## src/rtl/mdu_pkg.sv

```systemverilog
package mdu_pkg;
  localparam int WORD_W = 16;
  localparam int DIV_BITS_PER_CLK = 2;
  localparam int WIDE_W = 2 * WORD_W;
  localparam int LAT_DIVH = WORD_W / DIV_BITS_PER_CLK + 1;
  localparam int LAT_DIVW = WIDE_W / DIV_BITS_PER_CLK + 1;
  localparam int CNT_W = $clog2(LAT_DIVW + 1);

  typedef enum logic [2:0] {
    OP_MUL8U = 3'd0,
    OP_MULHU = 3'd1,
    OP_MULHS = 3'd2,
    OP_DIVH  = 3'd3,
    OP_DIVW  = 3'd4,
    OP_MACU  = 3'd5,
    OP_MACS  = 3'd6,
    OP_RSVD  = 3'd7
  } mduOp_t;

  typedef struct packed {
    logic load;
    logic step;
    logic finish;
  } mduStrobe_t;

  function automatic logic [CNT_W-1:0] opLatency(mduOp_t opSel);
    case (opSel)
      OP_MUL8U:         return CNT_W'(1);
      OP_MULHU, OP_MULHS: return CNT_W'(2);
      OP_MACU, OP_MACS: return CNT_W'(3);
      OP_DIVH:          return CNT_W'(LAT_DIVH);
      OP_DIVW:          return CNT_W'(LAT_DIVW);
      default:          return CNT_W'(1);
    endcase
  endfunction
endpackage

```

## src/rtl/mdu_ctrl.sv

```systemverilog
module mdu_ctrl
  import mdu_pkg::*;
(
  input  logic       clk,
  input  logic       rstN,
  input  logic       start,
  input  logic [2:0] op,
  output mduStrobe_t strb,
  output mduOp_t     curOp,
  output logic       busy
);
  logic [CNT_W-1:0] cnt;
  logic accept;

  assign accept      = start && !busy && (mduOp_t'(op) != OP_RSVD);
  assign strb.load   = accept;
  assign strb.step   = busy && (cnt != '0);
  assign strb.finish = busy && (cnt == '0);

  always_ff @(posedge clk) begin
    if (!rstN) begin
      busy  <= 1'b0;
      cnt   <= '0;
      curOp <= OP_MUL8U;
    end else if (accept) begin
      busy  <= 1'b1;
      cnt   <= opLatency(mduOp_t'(op)) - CNT_W'(1);
      curOp <= mduOp_t'(op);
    end else if (busy) begin
      if (cnt == '0) busy <= 1'b0;
      else           cnt  <= cnt - CNT_W'(1);
    end
  end

  // a run in flight keeps going and keeps its opcode
  a_r11_busy_holds: assert property (@(posedge clk) disable iff (!rstN)
    (busy && cnt != '0) |=> (busy && $stable(curOp)));

  // reserved code never starts a run
  a_r12_rsvd_rejected: assert property (@(posedge clk) disable iff (!rstN)
    (start && !busy && op == 3'd7) |=> !busy);
endmodule

```

## src/rtl/mdu_dp.sv

```systemverilog
module mdu_dp
  import mdu_pkg::*;
(
  input  logic              clk,
  input  logic              rstN,
  input  mduStrobe_t        strb,
  input  logic [2:0]        opIn,
  input  mduOp_t            curOp,
  input  logic [WORD_W-1:0] axIn,
  input  logic [WORD_W-1:0] bcIn,
  input  logic [WORD_W-1:0] deIn,
  input  logic [WORD_W-1:0] hlIn,
  input  logic [WIDE_W-1:0] accIn,
  output logic              done,
  output logic [WORD_W-1:0] axOut,
  output logic [WORD_W-1:0] bcOut,
  output logic [WORD_W-1:0] deOut,
  output logic [WORD_W-1:0] hlOut,
  output logic [WIDE_W-1:0] accOut,
  output logic              cyOut,
  output logic              acOut
);
  localparam int HB = WORD_W / 2;

  logic [WORD_W-1:0] axR, bcR, deR, hlR;
  logic [WIDE_W-1:0] accR, divQuo, divRem, divisor;

  // divider stages, DIV_BITS_PER_CLK per clock
  logic [WIDE_W-1:0] remC [DIV_BITS_PER_CLK+1];
  logic [WIDE_W-1:0] quoC [DIV_BITS_PER_CLK+1];
  assign remC[0] = divRem;
  assign quoC[0] = divQuo;

  for (genvar k = 0; k < DIV_BITS_PER_CLK; k++) begin : g_stage
    logic [WIDE_W:0] shifted;
    logic            fits;
    assign shifted = {remC[k], quoC[k][WIDE_W-1]};
    assign fits    = shifted >= {1'b0, divisor};
    assign remC[k+1] = fits ? WIDE_W'(shifted - {1'b0, divisor}) : shifted[WIDE_W-1:0];
    assign quoC[k+1] = {quoC[k][WIDE_W-2:0], fits};
  end

  // multiplier and accumulate paths
  logic [WORD_W-1:0]        prod8;
  logic [WIDE_W-1:0]        prodU;
  logic signed [WIDE_W-1:0] prodS;
  logic [WIDE_W-1:0]        sumS;
  logic [WIDE_W:0]          sumU;

  always_comb begin
    prod8 = WORD_W'(axR[WORD_W-1:HB]) * WORD_W'(axR[HB-1:0]);
    prodU = WIDE_W'(axR) * WIDE_W'(bcR);
    prodS = $signed(axR) * $signed(bcR);
    sumS  = accR + WIDE_W'(prodS);
    sumU  = {1'b0, accR} + {1'b0, prodU};
  end

  always_ff @(posedge clk) begin
    if (!rstN) begin
      axR <= '0; bcR <= '0; deR <= '0; hlR <= '0; accR <= '0;
      divQuo <= '0; divRem <= '0; divisor <= '0;
      done <= 1'b0;
      axOut <= '0; bcOut <= '0; deOut <= '0; hlOut <= '0;
      accOut <= '0; cyOut <= 1'b0; acOut <= 1'b0;
    end else begin
      done <= strb.finish;
      if (strb.load) begin
        axR <= axIn; bcR <= bcIn; deR <= deIn; hlR <= hlIn; accR <= accIn;
        divRem <= '0;
        if (mduOp_t'(opIn) == OP_DIVH) begin
          divQuo  <= {axIn, {WORD_W{1'b0}}};
          divisor <= {{WORD_W{1'b0}}, deIn};
        end else begin
          divQuo  <= {bcIn, axIn};
          divisor <= {hlIn, deIn};
        end
      end
      if (strb.step && (curOp == OP_DIVH || curOp == OP_DIVW)) begin
        divRem <= remC[DIV_BITS_PER_CLK];
        divQuo <= quoC[DIV_BITS_PER_CLK];
      end
      if (strb.finish) begin
        axOut <= axR; bcOut <= bcR; deOut <= deR; hlOut <= hlR;
        case (curOp)
          OP_MUL8U: axOut <= prod8;
          OP_MULHU: {bcOut, axOut} <= prodU;
          OP_MULHS: {bcOut, axOut} <= WIDE_W'(prodS);
          OP_DIVH: begin
            axOut <= divQuo[WORD_W-1:0];
            deOut <= divRem[WORD_W-1:0];
          end
          OP_DIVW: begin
            {bcOut, axOut} <= divQuo;
            {hlOut, deOut} <= divRem;
          end
          OP_MACU: begin
            accOut <= sumU[WIDE_W-1:0];
            cyOut  <= sumU[WIDE_W];
            acOut  <= 1'b0;
          end
          OP_MACS: begin
            accOut <= sumS;
            cyOut  <= sumS[WIDE_W-1] ^ accR[WIDE_W-1];
            acOut  <= sumS[WIDE_W-1];
          end
          default: ;
        endcase
      end
    end
  end

  // zero 16-bit divisor gives all-ones quotient and dividend remainder
  a_r5_divh_zero: assert property (@(posedge clk) disable iff (!rstN)
    (strb.finish && curOp == OP_DIVH && deR == '0) |=> (axOut == '1 && deOut == axR));

  // zero 32-bit divisor
  a_r7_divw_zero: assert property (@(posedge clk) disable iff (!rstN)
    (strb.finish && curOp == OP_DIVW && {hlR, deR} == '0)
      |=> ({bcOut, axOut} == '1 && {hlOut, deOut} == {bcR, axR}));

  // unsigned accumulate clears AC
  a_r9_macu_ac_clear: assert property (@(posedge clk) disable iff (!rstN)
    (strb.finish && curOp == OP_MACU) |=> !acOut);

  // non-MAC ops leave accumulator and flags alone
  a_r10_acc_kept: assert property (@(posedge clk) disable iff (!rstN)
    (strb.finish && curOp != OP_MACU && curOp != OP_MACS)
      |=> ($stable(accOut) && $stable(cyOut) && $stable(acOut)));

  // done is a single-cycle pulse
  a_r13_done_pulse: assert property (@(posedge clk) disable iff (!rstN)
    done |=> !done);
endmodule

```

## src/rtl/mdu_top.sv

```systemverilog
module mdu_top
  import mdu_pkg::*;
(
  input  logic        clk,
  input  logic        rstN,
  input  logic        start,
  input  logic [2:0]  op,
  input  logic [15:0] axIn,
  input  logic [15:0] bcIn,
  input  logic [15:0] deIn,
  input  logic [15:0] hlIn,
  input  logic [31:0] accIn,
  output logic        busy,
  output logic        done,
  output logic [15:0] axOut,
  output logic [15:0] bcOut,
  output logic [15:0] deOut,
  output logic [15:0] hlOut,
  output logic [31:0] accOut,
  output logic        cyOut,
  output logic        acOut
);
  mduStrobe_t strb;
  mduOp_t     curOp;

  mdu_ctrl ctrl_i (
    .clk(clk), .rstN(rstN), .start(start), .op(op),
    .strb(strb), .curOp(curOp), .busy(busy)
  );

  mdu_dp dp_i (
    .clk(clk), .rstN(rstN), .strb(strb), .opIn(op), .curOp(curOp),
    .axIn(axIn), .bcIn(bcIn), .deIn(deIn), .hlIn(hlIn), .accIn(accIn),
    .done(done), .axOut(axOut), .bcOut(bcOut), .deOut(deOut), .hlOut(hlOut),
    .accOut(accOut), .cyOut(cyOut), .acOut(acOut)
  );
endmodule

```

## config.mk

```make
export PLATFORM = sky130hd
export DESIGN_NAME = mdu_top
export DESIGN_NICKNAME = d
export VERILOG_FILES = /design/src/rtl/mdu_pkg.sv /design/src/rtl/mdu_ctrl.sv /design/src/rtl/mdu_dp.sv /design/src/rtl/mdu_top.sv
export SDC_FILE = /design/constraint.sdc
export NUM_CORES = 2
export LEC_CHECK = 0
export ABC_AREA = 0
export BUFFER_PORTS_ARGS = -buffer_cell sky130_fd_sc_hd__clkbuf_2
export CAP_MARGIN = 20
export CORE_ASPECT_RATIO = 0.5
export CORE_UTILIZATION = 45
export CTS_CLUSTER_DIAMETER = 100
export CTS_CLUSTER_SIZE = 30
export DETAILED_ROUTE_END_ITERATION = 8
export GPL_TIMING_DRIVEN = 0
export MAX_ROUTING_LAYER = met4
export PLACE_DENSITY = 0.66
export SYNTH_ARGS = -nofsm -noshare
export SYNTH_HDL_FRONTEND = slang
export SYNTH_SLANG_ARGS = --single-unit
```

## constraint.sdc

```tcl
create_clock -name clk -period 7.8 [get_ports clk]
set_clock_uncertainty 0.2 [all_clocks]
set_input_delay 0 -clock clk [delete_from_list [all_inputs] [get_ports clk]]
set_output_delay 0 -clock clk [all_outputs]
set_load 0.01 [all_outputs]
```

==> impl_metrics.py <==
metrics = {
    "floorplan": {
        "placement_rows": 71,
        "io-pin-count": 202,
        "fp.dieH_um": 199,
        "die-width_um": 397,
        "start_util": 0.460,
        "core_um2": 76100,
        "die-area_um2": 79100,
    },
    "logic_synthesis": {
        "yosysWarningCount": 0,
        "synthesis.instances": 4332,
        "synth-edff-count": 0,
        "post_synth_instance_area_um2": 35000,
        "synth_top_cell_by_area": "sky130_fd_sc_hd__fa_1",
        "synth_largest_type_area_fraction": 0.230,
        "async_reset_ff_frac": 0,
        "ys_seq_area_frac": 0.162,
        "ys_ff_latch": 284,
        "synth.area.top_cells": "sky130_fd_sc_hd__fa_1 (23%), sky130_fd_sc_hd__dfxtp_1 (16%), sky130_fd_sc_hd__ha_1 (11%)",
        "syn_area_per_cell_um2": 8.09,
        "mapped_nets": 5151,
        "synth_flop_cell": "sky130_fd_sc_hd__dfxtp_1",
        "synth_cell_type_count": 98,
    },
    "place": {
        "place_hpwl_mm": 110,
        "weighted_congestion_reported_at_the_end_of_routability_driven_placement": 1.04,
        "post_placement_worst_setup_slack_ns": -2.70,
        "placement.io_buffers": 197,
    },
    "global_routing": {
        "global_route.overflow_total": 0,
        "grt_first_pass_wirelength_mm": 211,
        "groute.usage.overall": 0.370,
        "grt_max_degree": 31,
        "first_global_vias": 33464,
        "antenna_found_initial": 8,
    },
    "finish": {
        "layout_common_cells": "sky130_fd_sc_hd__nand2_1 (689), sky130_fd_sc_hd__inv_1 (562), sky130_fd_sc_hd__fa_1 (391), sky130_fd_sc_hd__a21oi_1 (291), sky130_fd_sc_hd__ha_1 (263)",
        "layout_commonest_cell": "sky130_fd_sc_hd__nand2_1",
        "drive_above_1_share": 0.167,
        "syn2layout_area_growth_pct": 23.5,
        "design.final.nets": 5622,
    },
    "critical_path": {
        "critical_path.top_delay_family": "adder cells",
        "setup.worst_path.start": "dp_i.axR[15]$_SDFFE_PN0P_",
        "critical_path.slowest_cell": "sky130_fd_sc_hd__fa_1",
        "reg2reg_setup_slack_ns": -0.70,
        "maximum_net_fanout_on_the_critical_path": 4,
        "reg2regPathDepth": 35,
        "critical_path_required_ns": 8.00,
        "reg2reg_from": "dp_i.axR[15]$_SDFFE_PN0P_",
        "worstSetupEndpointType": "flop",
        "rr_endpoint": "dp_i.accOut[31]$_SDFFE_PN0P_",
        "critPathKind": "flop to flop",
        "crit_top_cell": "sky130_fd_sc_hd__fa_1",
        "startpoint_type": "flop",
        "critical_path.max_stage_delay_ns": 0.57,
        "critical_path.n_buffers_inverters": 9,
        "worst_ep_arrival_time_ns": 8.70,
    },
    "timing": {
        "grt_setup_unrepaired": "yes",
        "headroom_to_the_max_slew_limit": 0.158,
        "worst-slew-pin-transition_ns": 1.26,
        "slew_viol_final": 0,
        "shortest_period_the_worst_path_allows_ns": 8.50,
        "final-setup-viol-count": 13,
        "final-hold-violation-count": 0,
        "setup_slack_ns": -0.698,
        "final.period_utilization": 1.09,
        "max_clock_freq_ghz": 0.118,
    },
    "routing": {
        "post_route_drc": 0,
        "avgRoutedWirePerCell_um": 25.0,
        "first_drt_iteration_drcs": 3627,
        "detail_route.first_pass.iterations": 6,
        "routed_wl_mm": 146,
        "avgViaCountPerCell": 5.87,
        "final_antenna_net_count": 0,
        "via_count": 34306,
    },
    "clock_network": {
        "htree_num_levels": 1,
        "cts-root-buf": "sky130_fd_sc_hd__clkbuf_16",
        "ctsLongestPathBuffers": 3,
        "tritoncts_clock_tree": "built",
        "path_clk_slew_ns": 0.12,
        "clock_sink_count": 284,
        "clock_network_latency_to_the_later_pin_of_the_worst_skew_pair_ns": 0.57,
        "cts-buffers-inserted": 16,
    },
    "power_and_ir_drop": {
        "report.power.total_uw": 7150,
        "leakagePower_uw": 0.0198,
        "ir_drop_mv": 0.183,
        "cellPowerDensity_nw_per_um2": 165,
    },
    "hold_path": {
        "whs_path_depth": 4,
        "min_to": "dp_i.accR[15]$_SDFFE_PN0P_",
        "hp-start": "accIn[15]",
        "hold_class": "primary input to flop",
    },
    "job": {
        "drv_cap": 0,
    },
    "status": {
        "failing_checks": "setup timing",
        "run_status": "finished with violations",
    },
}
[kinds of logic after synthesis]
group,share of synthesized area
compound gates,0.173
xor+xnor,0.0454
fa+ha+maj,0.342
buf+inv,0.0878
flops,0.162
mux,0.0135
simple gates,0.176
[what timing repair did]
item / in CTS / in global routing
pin swaps: 91 / 112
hold buffers: 100 / 0
cloned: 1 / 1
buffers inserted: 125 / 50
hold endpoints to repair: 151 / 0
resized for setup: 388 / 185
setup endpoints to repair: 39 / 20
[report_power, final]
group / switching, uW / internal [uW] / total (uW)
sequential: 119 / 1550 / 1660
combinational: 2630 / 1750 / 4380
clock: 635 / 470 / 1100
[routing by layer]
metal,up-vias,GRT usage,routed length (um),part of all wire
met5,-,-,0,0
met2,1746,0.576,65300,0.45
li1,15287,-,-,-
met4,0,0.153,7520,0.051
met3,403,0.0745,15000,0.10
met1,16870,0.471,58300,0.40
[per-stage QoR]
step                      hold slack [ns]  TNS [ns]  instances  cell area (um2)   util
after floorplan                   -0.0640         0       4332            35200      -
after global placement             0.0246    -42.13       5551            37400  0.492
after detailed placement           0.0304    -44.55       5551            37400  0.492
after CTS                         0.00649     -2.37       5784            41900  0.550
after global routing               0.0294     -6.69       5840            43300  0.568
final                              0.0101     -5.02       5845            43300  0.568
[worst max-delay path by stage]
stage / endpoint / slack [ns] / cells after the start
floorplan: dp_i.accOut[31]$_SDFFE_PN0P_ / 0.002 / 33
global placement: dp_i.accOut[31]$_SDFFE_PN0P_ / -2.59 / 31
detailed placement: dp_i.accOut[31]$_SDFFE_PN0P_ / -2.70 / 31
CTS: dp_i.accOut[31]$_SDFFE_PN0P_ / -0.49 / 31
global route: dp_i.accOut[31]$_SDFFE_PN0P_ / -0.80 / 34
finish: dp_i.accOut[31]$_SDFFE_PN0P_ / -0.70 / 35
[worst reg2reg max path, delay by kind of cell (launching register included)]
kind                       cells  cell delay (ns)
DFF                            1             0.40
adders and majority gates      8             3.77
AOI/OAI and AO/OA             11             1.92
and+or+nand+nor                5             0.79
buffers and inverters          9             0.70
xor gates and xnor gates       2             0.53
[sequential cells by signal, indices dropped and copies added (netlist names), 16 cells and up]
register / cells
dp_i.accOut: 32
dp_i.accR: 32
dp_i.axOut: 16
dp_i.axR: 16
dp_i.bcOut: 16
dp_i.bcR: 16
dp_i.deOut: 16
dp_i.divQuo: 32
dp_i.divRem: 32
dp_i.divisor: 32
dp_i.hlOut: 16
dp_i.hlR: 16
[cell type report]
type | count | area, um2
sequential | 284 | 5780
inverter | 581 | 2190
buffer | 199 | 1470
clock inverter | 9 | 145
antenna | 11 | 27.5
clock buffer | 18 | 429
fill | 6839 | 32900
multi-input combinational | 3247 | 28400
timing repair buffer | 474 | 3500
tap | 1022 | 1280
[synthesized netlist by cell type (18+ instances only)]
| cell | number |
|---|---|
| sky130_fd_sc_hd__a211oi_1 | 33 |
| sky130_fd_sc_hd__a21o_1 | 70 |
| sky130_fd_sc_hd__a21oi_1 | 321 |
| sky130_fd_sc_hd__a221oi_1 | 34 |
| sky130_fd_sc_hd__a22oi_1 | 23 |
| sky130_fd_sc_hd__a311oi_1 | 38 |
| sky130_fd_sc_hd__a31oi_1 | 45 |
| sky130_fd_sc_hd__and2_1 | 150 |
| sky130_fd_sc_hd__clkbuf_1 | 188 |
| sky130_fd_sc_hd__dfxtp_1 | 284 |
| sky130_fd_sc_hd__fa_1 | 403 |
| sky130_fd_sc_hd__ha_1 | 314 |
| sky130_fd_sc_hd__inv_1 | 580 |
| sky130_fd_sc_hd__mux2i_1 | 27 |
| sky130_fd_sc_hd__nand2_1 | 698 |
| sky130_fd_sc_hd__nand2b_1 | 41 |
| sky130_fd_sc_hd__nand3_1 | 85 |
| sky130_fd_sc_hd__nand4_1 | 18 |
| sky130_fd_sc_hd__nor2_1 | 241 |
| sky130_fd_sc_hd__nor2b_1 | 25 |
| sky130_fd_sc_hd__nor3_1 | 46 |
| sky130_fd_sc_hd__o211ai_1 | 25 |
| sky130_fd_sc_hd__o21a_1 | 29 |
| sky130_fd_sc_hd__o21ai_0 | 136 |
| sky130_fd_sc_hd__o21ai_1 | 20 |
| sky130_fd_sc_hd__o21bai_1 | 20 |
| sky130_fd_sc_hd__o31ai_1 | 19 |
| sky130_fd_sc_hd__xnor2_1 | 110 |
| sky130_fd_sc_hd__xor2_1 | 69 |
(Power assumes the default switching activity.)
